--- src/rtl/fuse_pkg.sv ---
package fuse_pkg;
  localparam int BUS_AW = 8;
  localparam int DW = 32;
  localparam int WA = 10;
  localparam logic [BUS_AW-1:0] OFS_STATUS = 8'h18;
  localparam logic [BUS_AW-1:0] OFS_DATA   = 8'h20;
  localparam logic [BUS_AW-1:0] OFS_CTRL   = 8'h24;
  localparam int CTRL_EN_BIT  = 0;
  localparam int CTRL_CMD_BIT = 1;
  localparam int CTRL_ADDR_LSB = 16;

  typedef struct packed {
    logic            go;
    logic [WA-1:0]   waddr;
  } fetch_req_t;
endpackage

--- src/rtl/fuse_array.sv ---
module fuse_array #(
  parameter int WORDS = 32,
  parameter int DW = 32,
  parameter int WA = 10,
  parameter logic [31:0] SEED = 32'h9E3779B9
) (
  input  logic          clk,
  input  logic [WA-1:0] addr,
  output logic [DW-1:0] dout
);
  localparam int IW = $clog2(WORDS);

  logic [DW-1:0] mem [WORDS];

  genvar g;
  generate
    for (g = 0; g < WORDS; g++) begin : g_word
      assign mem[g] = DW'(SEED * 32'(g + 1));
    end
  endgenerate

  logic in_range;
  assign in_range = (32'(addr) < WORDS);

  always_ff @(posedge clk) begin
    if (in_range) dout <= mem[addr[IW-1:0]];
    else          dout <= '0;
  end
endmodule

--- src/rtl/fuse_fetch.sv ---
module fuse_fetch #(
  parameter int FETCH_CYCLES = 6,
  parameter int DW = 32,
  parameter int WA = 10
) (
  input  logic          clk,
  input  logic          rst,
  input  fuse_pkg::fetch_req_t req,
  input  logic [DW-1:0] arr_dout,
  output logic [WA-1:0] arr_addr,
  output logic          busy,
  output logic          done,
  output logic [DW-1:0] word_q
);
  localparam int CW = $clog2(FETCH_CYCLES + 1);
  localparam logic [CW-1:0] LAST = CW'(FETCH_CYCLES - 1);

  logic [CW-1:0] cnt;
  logic [WA-1:0] addr_q;

  assign arr_addr = addr_q;
  assign done = busy && (cnt == LAST);

  always_ff @(posedge clk) begin
    if (rst) begin
      busy   <= 1'b0;
      cnt    <= '0;
      addr_q <= '0;
      word_q <= '0;
    end else if (!busy) begin
      if (req.go) begin
        busy   <= 1'b1;
        cnt    <= '0;
        addr_q <= req.waddr;
      end
    end else if (done) begin
      busy   <= 1'b0;
      word_q <= arr_dout;
    end else begin
      cnt <= cnt + 1'b1;
    end
  end

  assert_start_idle_R8: assert property (@(posedge clk) disable iff (rst)
    req.go |-> !busy);
  assert_addr_hold_R8: assert property (@(posedge clk) disable iff (rst)
    (busy && !done) |=> $stable(addr_q));
  assert_bound_R4: assert property (@(posedge clk) disable iff (rst)
    busy |-> (cnt < CW'(FETCH_CYCLES)));
  assert_data_hold_R9: assert property (@(posedge clk) disable iff (rst)
    !done |=> $stable(word_q));
endmodule

--- src/rtl/fuse_regs.sv ---
module fuse_regs #(
  parameter int BUS_AW = 8,
  parameter int DW = 32,
  parameter int WA = 10
) (
  input  logic              clk,
  input  logic              rst,
  input  logic [BUS_AW-1:0] bus_addr,
  input  logic              bus_wr,
  input  logic [DW-1:0]     bus_wdata,
  input  logic              busy,
  input  logic              done,
  input  logic [DW-1:0]     word_q,
  output fuse_pkg::fetch_req_t req,
  output logic [DW-1:0]     rd_data,
  output logic              irq
);
  import fuse_pkg::*;

  logic          flag_q, flag_d;
  logic          en_q;
  logic [WA-1:0] last_addr_q;
  logic          wr_ctrl, wr_stat;
  logic [DW-1:0] ctrl_view, rd_d;
  logic          unused_bits;

  assign unused_bits = ^{bus_wdata[DW-1:CTRL_ADDR_LSB+WA], bus_wdata[CTRL_ADDR_LSB-1:2]};

  assign wr_ctrl = bus_wr && (bus_addr == OFS_CTRL);
  assign wr_stat = bus_wr && (bus_addr == OFS_STATUS);

  assign req.go    = wr_ctrl && !busy && bus_wdata[CTRL_EN_BIT] && bus_wdata[CTRL_CMD_BIT];
  assign req.waddr = bus_wdata[CTRL_ADDR_LSB +: WA];

  always_comb begin
    flag_d = flag_q;
    if (wr_stat && bus_wdata[0]) flag_d = 1'b0;
    if (done) flag_d = 1'b1;
  end

  always_comb begin
    ctrl_view = '0;
    ctrl_view[CTRL_ADDR_LSB +: WA] = last_addr_q;
    ctrl_view[CTRL_CMD_BIT] = busy;
    ctrl_view[CTRL_EN_BIT]  = en_q;
  end

  always_comb begin
    case (bus_addr)
      OFS_STATUS: rd_d = DW'(flag_q);
      OFS_DATA:   rd_d = word_q;
      OFS_CTRL:   rd_d = ctrl_view;
      default:    rd_d = '0;
    endcase
  end

  always_ff @(posedge clk) begin
    if (rst) begin
      flag_q      <= 1'b0;
      irq         <= 1'b0;
      en_q        <= 1'b0;
      last_addr_q <= '0;
      rd_data     <= '0;
    end else begin
      flag_q  <= flag_d;
      irq     <= flag_d;
      rd_data <= rd_d;
      if (wr_ctrl && !busy) en_q <= bus_wdata[CTRL_EN_BIT];
      if (req.go) last_addr_q <= req.waddr;
    end
  end

  assert_irq_follow_R7: assert property (@(posedge clk) disable iff (rst)
    irq == flag_q);
  assert_flag_set_R6: assert property (@(posedge clk) disable iff (rst)
    done |=> flag_q);
  assert_flag_clear_R6: assert property (@(posedge clk) disable iff (rst)
    (wr_stat && bus_wdata[0] && !done) |=> !flag_q);
  assert_flag_zero_write_R6: assert property (@(posedge clk) disable iff (rst)
    (flag_q && wr_stat && !bus_wdata[0]) |=> flag_q);
endmodule

--- src/rtl/fuse_autoread_ctrl.sv ---
module fuse_autoread_ctrl #(
  parameter int FETCH_CYCLES = 6,
  parameter int WORDS = 32,
  parameter logic [31:0] SEED = 32'h9E3779B9
) (
  input  logic        clk,
  input  logic        rst,
  input  logic [7:0]  bus_addr,
  input  logic        bus_wr,
  input  logic [31:0] bus_wdata,
  output logic [31:0] rd_data,
  output logic        irq
);
  import fuse_pkg::*;

  fetch_req_t    req;
  logic [WA-1:0] arr_addr;
  logic [DW-1:0] arr_dout, word_q;
  logic          busy, done;

  fuse_regs #(.BUS_AW(BUS_AW), .DW(DW), .WA(WA)) u_regs (
    .clk(clk), .rst(rst), .bus_addr(bus_addr), .bus_wr(bus_wr),
    .bus_wdata(bus_wdata), .busy(busy), .done(done), .word_q(word_q),
    .req(req), .rd_data(rd_data), .irq(irq)
  );

  fuse_fetch #(.FETCH_CYCLES(FETCH_CYCLES), .DW(DW), .WA(WA)) u_fetch (
    .clk(clk), .rst(rst), .req(req), .arr_dout(arr_dout),
    .arr_addr(arr_addr), .busy(busy), .done(done), .word_q(word_q)
  );

  fuse_array #(.WORDS(WORDS), .DW(DW), .WA(WA), .SEED(SEED)) u_array (
    .clk(clk), .addr(arr_addr), .dout(arr_dout)
  );

  assert_start_R3: assert property (@(posedge clk) disable iff (rst)
    (bus_wr && bus_addr == OFS_CTRL && bus_wdata[1:0] == 2'b11 && !busy) |=> busy);
  assert_done_clears_R4: assert property (@(posedge clk) disable iff (rst)
    done |=> !busy);
endmodule

--- config.mk ---
export PLATFORM = sky130hd
export DESIGN_NAME = fuse_autoread_ctrl
export DESIGN_NICKNAME = d
export VERILOG_FILES = /design/src/rtl/fuse_pkg.sv /design/src/rtl/fuse_array.sv /design/src/rtl/fuse_fetch.sv /design/src/rtl/fuse_regs.sv /design/src/rtl/fuse_autoread_ctrl.sv
export SDC_FILE = /design/constraint.sdc
export NUM_CORES = 1
export LEC_CHECK = 0
export ABC_CLOCK_PERIOD_IN_PS = 2300
export BUFFER_PORTS_ARGS = -buffer_cell sky130_fd_sc_hd__buf_2
export CAP_MARGIN = 30
export CELL_PAD_IN_SITES_DETAIL_PLACEMENT = 1
export CELL_PAD_IN_SITES_GLOBAL_PLACEMENT = 1
export CORE_ASPECT_RATIO = 0.9
export CORE_UTILIZATION = 43
export CTS_CLUSTER_SIZE = 40
export DETAILED_ROUTE_END_ITERATION = 7
export PLACE_DENSITY = 0.85
export SLEW_MARGIN = 20
export SYNTH_ARGS = -nofsm -noshare
export SYNTH_HDL_FRONTEND = slang
export SYNTH_SLANG_ARGS = --single-unit
--- constraint.sdc ---
create_clock -name clk -period 2.3 [get_ports clk]
set_input_delay 0 -clock clk [delete_from_list [all_inputs] [get_ports clk]]
set_output_delay 0 -clock clk [all_outputs]
set_load 0.01 [all_outputs]
==> impl_metrics.env <==
export IMPL_outcome="finished clean"
export IMPL_crit_fanout=7
export IMPL_final_util_pct=55.4
export IMPL_fill_cells=1290
export IMPL_cp_required_ns=2.64
export IMPL_slew_violations=0
export IMPL_finalCritPeriodShare_pct=85.8
export IMPL_hold_violations=0
export IMPL_synth_most_common_cell="dfxtp_1"
export IMPL_synthSimpleGateAreaFrac_pct=18.8
export IMPL_async_flop_share_pct=0
export IMPL_clk_pin_slew_ns=0.06
export IMPL_grt_pass1_vias=4617
export IMPL_clockBufferDepth=2
export IMPL_synthAdderAreaFrac_pct=4.06
export IMPL_synth_compound_area_share_pct=19.5
export IMPL_crit_type="reg2reg"
export IMPL_fmax_mhz=507
export IMPL_num_antenna_cells=0
export IMPL_multi_input_area_mm2=0.00225
export IMPL_initial_core_util_pct=44.9
export IMPL_dieHeight_um=104
export IMPL_yosys_top_cells_count="dfxtp_1 (122), nand2_1 (87), a21oi_1 (56), nor2_1 (45)"
export IMPL_cts_sinks=122
export IMPL_synth_warnings=0
export IMPL_synth_distinct_cells=57
export IMPL_cts_htree_levels=4
export IMPL_synth_cells=547
export IMPL_crit_path_top_delay_cell="mux4_2"
export IMPL_ys_seq_area_share_pct=49.5
export IMPL_cts_hold_buf=13
export IMPL_synth_seq_cells=122
export IMPL_rows=36
export IMPL_gp_congestion=0.849
export IMPL_vias=4314
export IMPL_drt_wl_total_um=14800
export IMPL_regArea_mm2=0.00244
export IMPL_power_density_mw_per_mm2=796
export IMPL_drcViolationCount=0
export IMPL_cp_arrival_ns=2.32
export IMPL_dieWidth_um=115
export IMPL_path_cells="inv_1 -> ha_1 -> nor2b_1 -> a21oi_1 -> mux4_2 -> nor2_1"
export IMPL_power_mw=4.84
export IMPL_slew_headroom_pct=53.0
export IMPL_period_needed_ns=1.97
export IMPL_start_kind="flip-flop"
export IMPL_synth_xor_xnor_area_share_pct=1.07
export IMPL_post_cts_buffers=0
export IMPL_grt_overflow_total=0
export IMPL_io_buffers=55
export IMPL_leakage_nw=2.42
export IMPL_drt_wirelength_per_cell_um=19.1
export IMPL_cts_tree="done"
export IMPL_cts_repair_resized=0
export IMPL_fin_setup_tns_ns=0
export IMPL_netlist_area_mm2=0.00493
export IMPL_irDropWorstVdd_mv=0.502
export IMPL_layout_nets=670
export IMPL_whs_ns=0.0385
export IMPL_synth_top_family_by_area="compound AO/OA/AOI/OAI gates"
export IMPL_cts_buffers_inserted=17
export IMPL_hp_class="in2reg"
export IMPL_worst_pin_slew_ns=0.697
export IMPL_ioPinCount=76
export IMPL_synth_main_ff_cell="dfxtp_1"
export IMPL_synth_edff_count=0
export IMPL_dp_hpwl_um=8870
export IMPL_grt_setup_unrepaired="no"
export IMPL_fin_skew_ns=0.00932
export IMPL_cp_end_kind="flip-flop"
export IMPL_synth_area_per_cell_um2=9.02
export IMPL_antenna_found_initial=0
export IMPL_setup_viol=0
export IMPL_syn_nets=606
export IMPL_syn_to_final_growth_pct=23.3
export IMPL_drt_iter0_markers=329
export IMPL_drive_gt1_share_pct=19.1
export IMPL_maxCapViolCount=0
export IMPL_grt_pass1_wl_um=24400
export IMPL_timing_critical_path_slowest_cell_delay_ns=0.47
export IMPL_synth_top_area_share_pct=49.5
export IMPL_die_area_mm2=0.0119
export IMPL_clock_latency_ns=0.41
export IMPL_synthTopCellsByArea="dfxtp_1 (50%), nand2_1 (6.6%), a21oi_1 (5.7%), ha_1 (4.1%), a22o_1 (3.7%)"
export IMPL_grt_start_max_net_pins=41
export IMPL_routed_via_density=5.56
export IMPL_postRouteAntennaNets=0
export IMPL_root_buffer="clkbuf_16"
export IMPL_synth_largest_area_cell="dfxtp_1"
export IMPL_grt_usage_pct=27.0
export IMPL_core_mm2=0.0110
export IMPL_synth_area_mux_share_pct=2.28
export IMPL_drt_pass1_iterations=4
-- flip-flops by register name (all words and copies together), names as in the netlist --
| name | flops |
|---|---|
| u_array.dout | 32 |
| u_fetch.arr_addr | 10 |
| u_fetch.busy | 1 |
| u_fetch.cnt | 3 |
| u_fetch.word_q | 32 |
| u_regs.en_q | 1 |
| u_regs.irq | 1 |
| u_regs.last_addr_q | 10 |
| u_regs.rd_data | 32 |
-- cells by family after synthesis --
logic type | after synthesis
simple gates | 196
compound gates | 144
flops | 122
buf+inv | 53
fa+ha+maj | 16
mux | 10
xor+xnor | 6
-- worst max-delay path: cells and delay by family, from the launching register on --
| kind | cells | cell delay, ns |
|---|---|---|
| adders and majority gates | 1 | 0.44 |
| AOI/OAI and AO/OA | 1 | 0.10 |
| and+or+nand+nor | 2 | 0.36 |
| buffers and inverters | 1 | 0.10 |
| muxes | 1 | 0.47 |
| DFF | 1 | 0.43 |
-- placed cells by master, fill, tap and decap left out, types with 4 or more instances in the layout --
cell type / n
a21oi_1: 56
nor2b_1: 6
and2_1: 21
dlygate4sd3_1: 13
nor3_1: 7
o21ai_0: 11
buf_2: 55
xnor2_1: 5
a22o_1: 21
nor2_1: 45
a31oi_1: 5
o31ai_1: 5
inv_1: 10
a22oi_1: 11
clkinv_4: 4
dfxtp_1: 122
a211oi_1: 11
buf_4: 18
nand3_1: 8
a311oi_1: 5
mux2i_1: 9
nand2_1: 87
clkbuf_16: 17
ha_1: 16
-- per-stage QoR --
step	setup slack [ns]	instances	cell area, um2
after floorplan	0.379	547	4930
after global placement	0.526	730	5350
after detailed placement	0.453	730	5350
after CTS	0.343	775	6080
after global routing	0.249	776	6080
final	0.327	776	6080
-- power by group --
group	internal (mW)	switching, mW	leakage (nW)
sequential	2.12	0.000590	0.983
combinational	0.0381	0.0503	1.15
clock	1.66	0.984	0.290
total	3.81	1.03	2.42
-- per-layer routing --
layer | wire, um | vias up | global-route usage [%]
li1 | - | 2032 | -
met2 | 7390 | 131 | 45.5
met1 | 5990 | 2100 | 31.5
met5 | 0 | - | 0
met4 | 585 | 0 | 14.4
met3 | 851 | 51 | 6.09
-- final timing paths --
check | depth (start not counted) | end | from | slack (ns)
max | 6 | u_array.dout[11]$_SDFF_PP0_ | u_fetch.arr_addr[0]$_SDFFE_PP0P_ | 0.33
min | 5 | u_regs.irq$_SDFFE_PP0P_ | bus_addr[6] | 0.04
max reg2reg | 6 | u_array.dout[11]$_SDFF_PP0_ | u_fetch.arr_addr[0]$_SDFFE_PP0P_ | 0.33
min reg2reg | 2 | u_fetch.word_q[19]$_SDFFE_PP0P_ | u_array.dout[19]$_SDFF_PP0_ | 0.44
-- layout make-up --
cell class | instances | share of cell area (%)
clock buffer | 19 | 7.45
clock inverter | 13 | 2.34
inverter | 11 | 0.679
multi-input combinational | 372 | 37.0
sequential | 122 | 40.1
tap | 152 | 3.13
timing repair buffer | 87 | 9.21
Note: power is estimated with default switching activity, not from simulation.
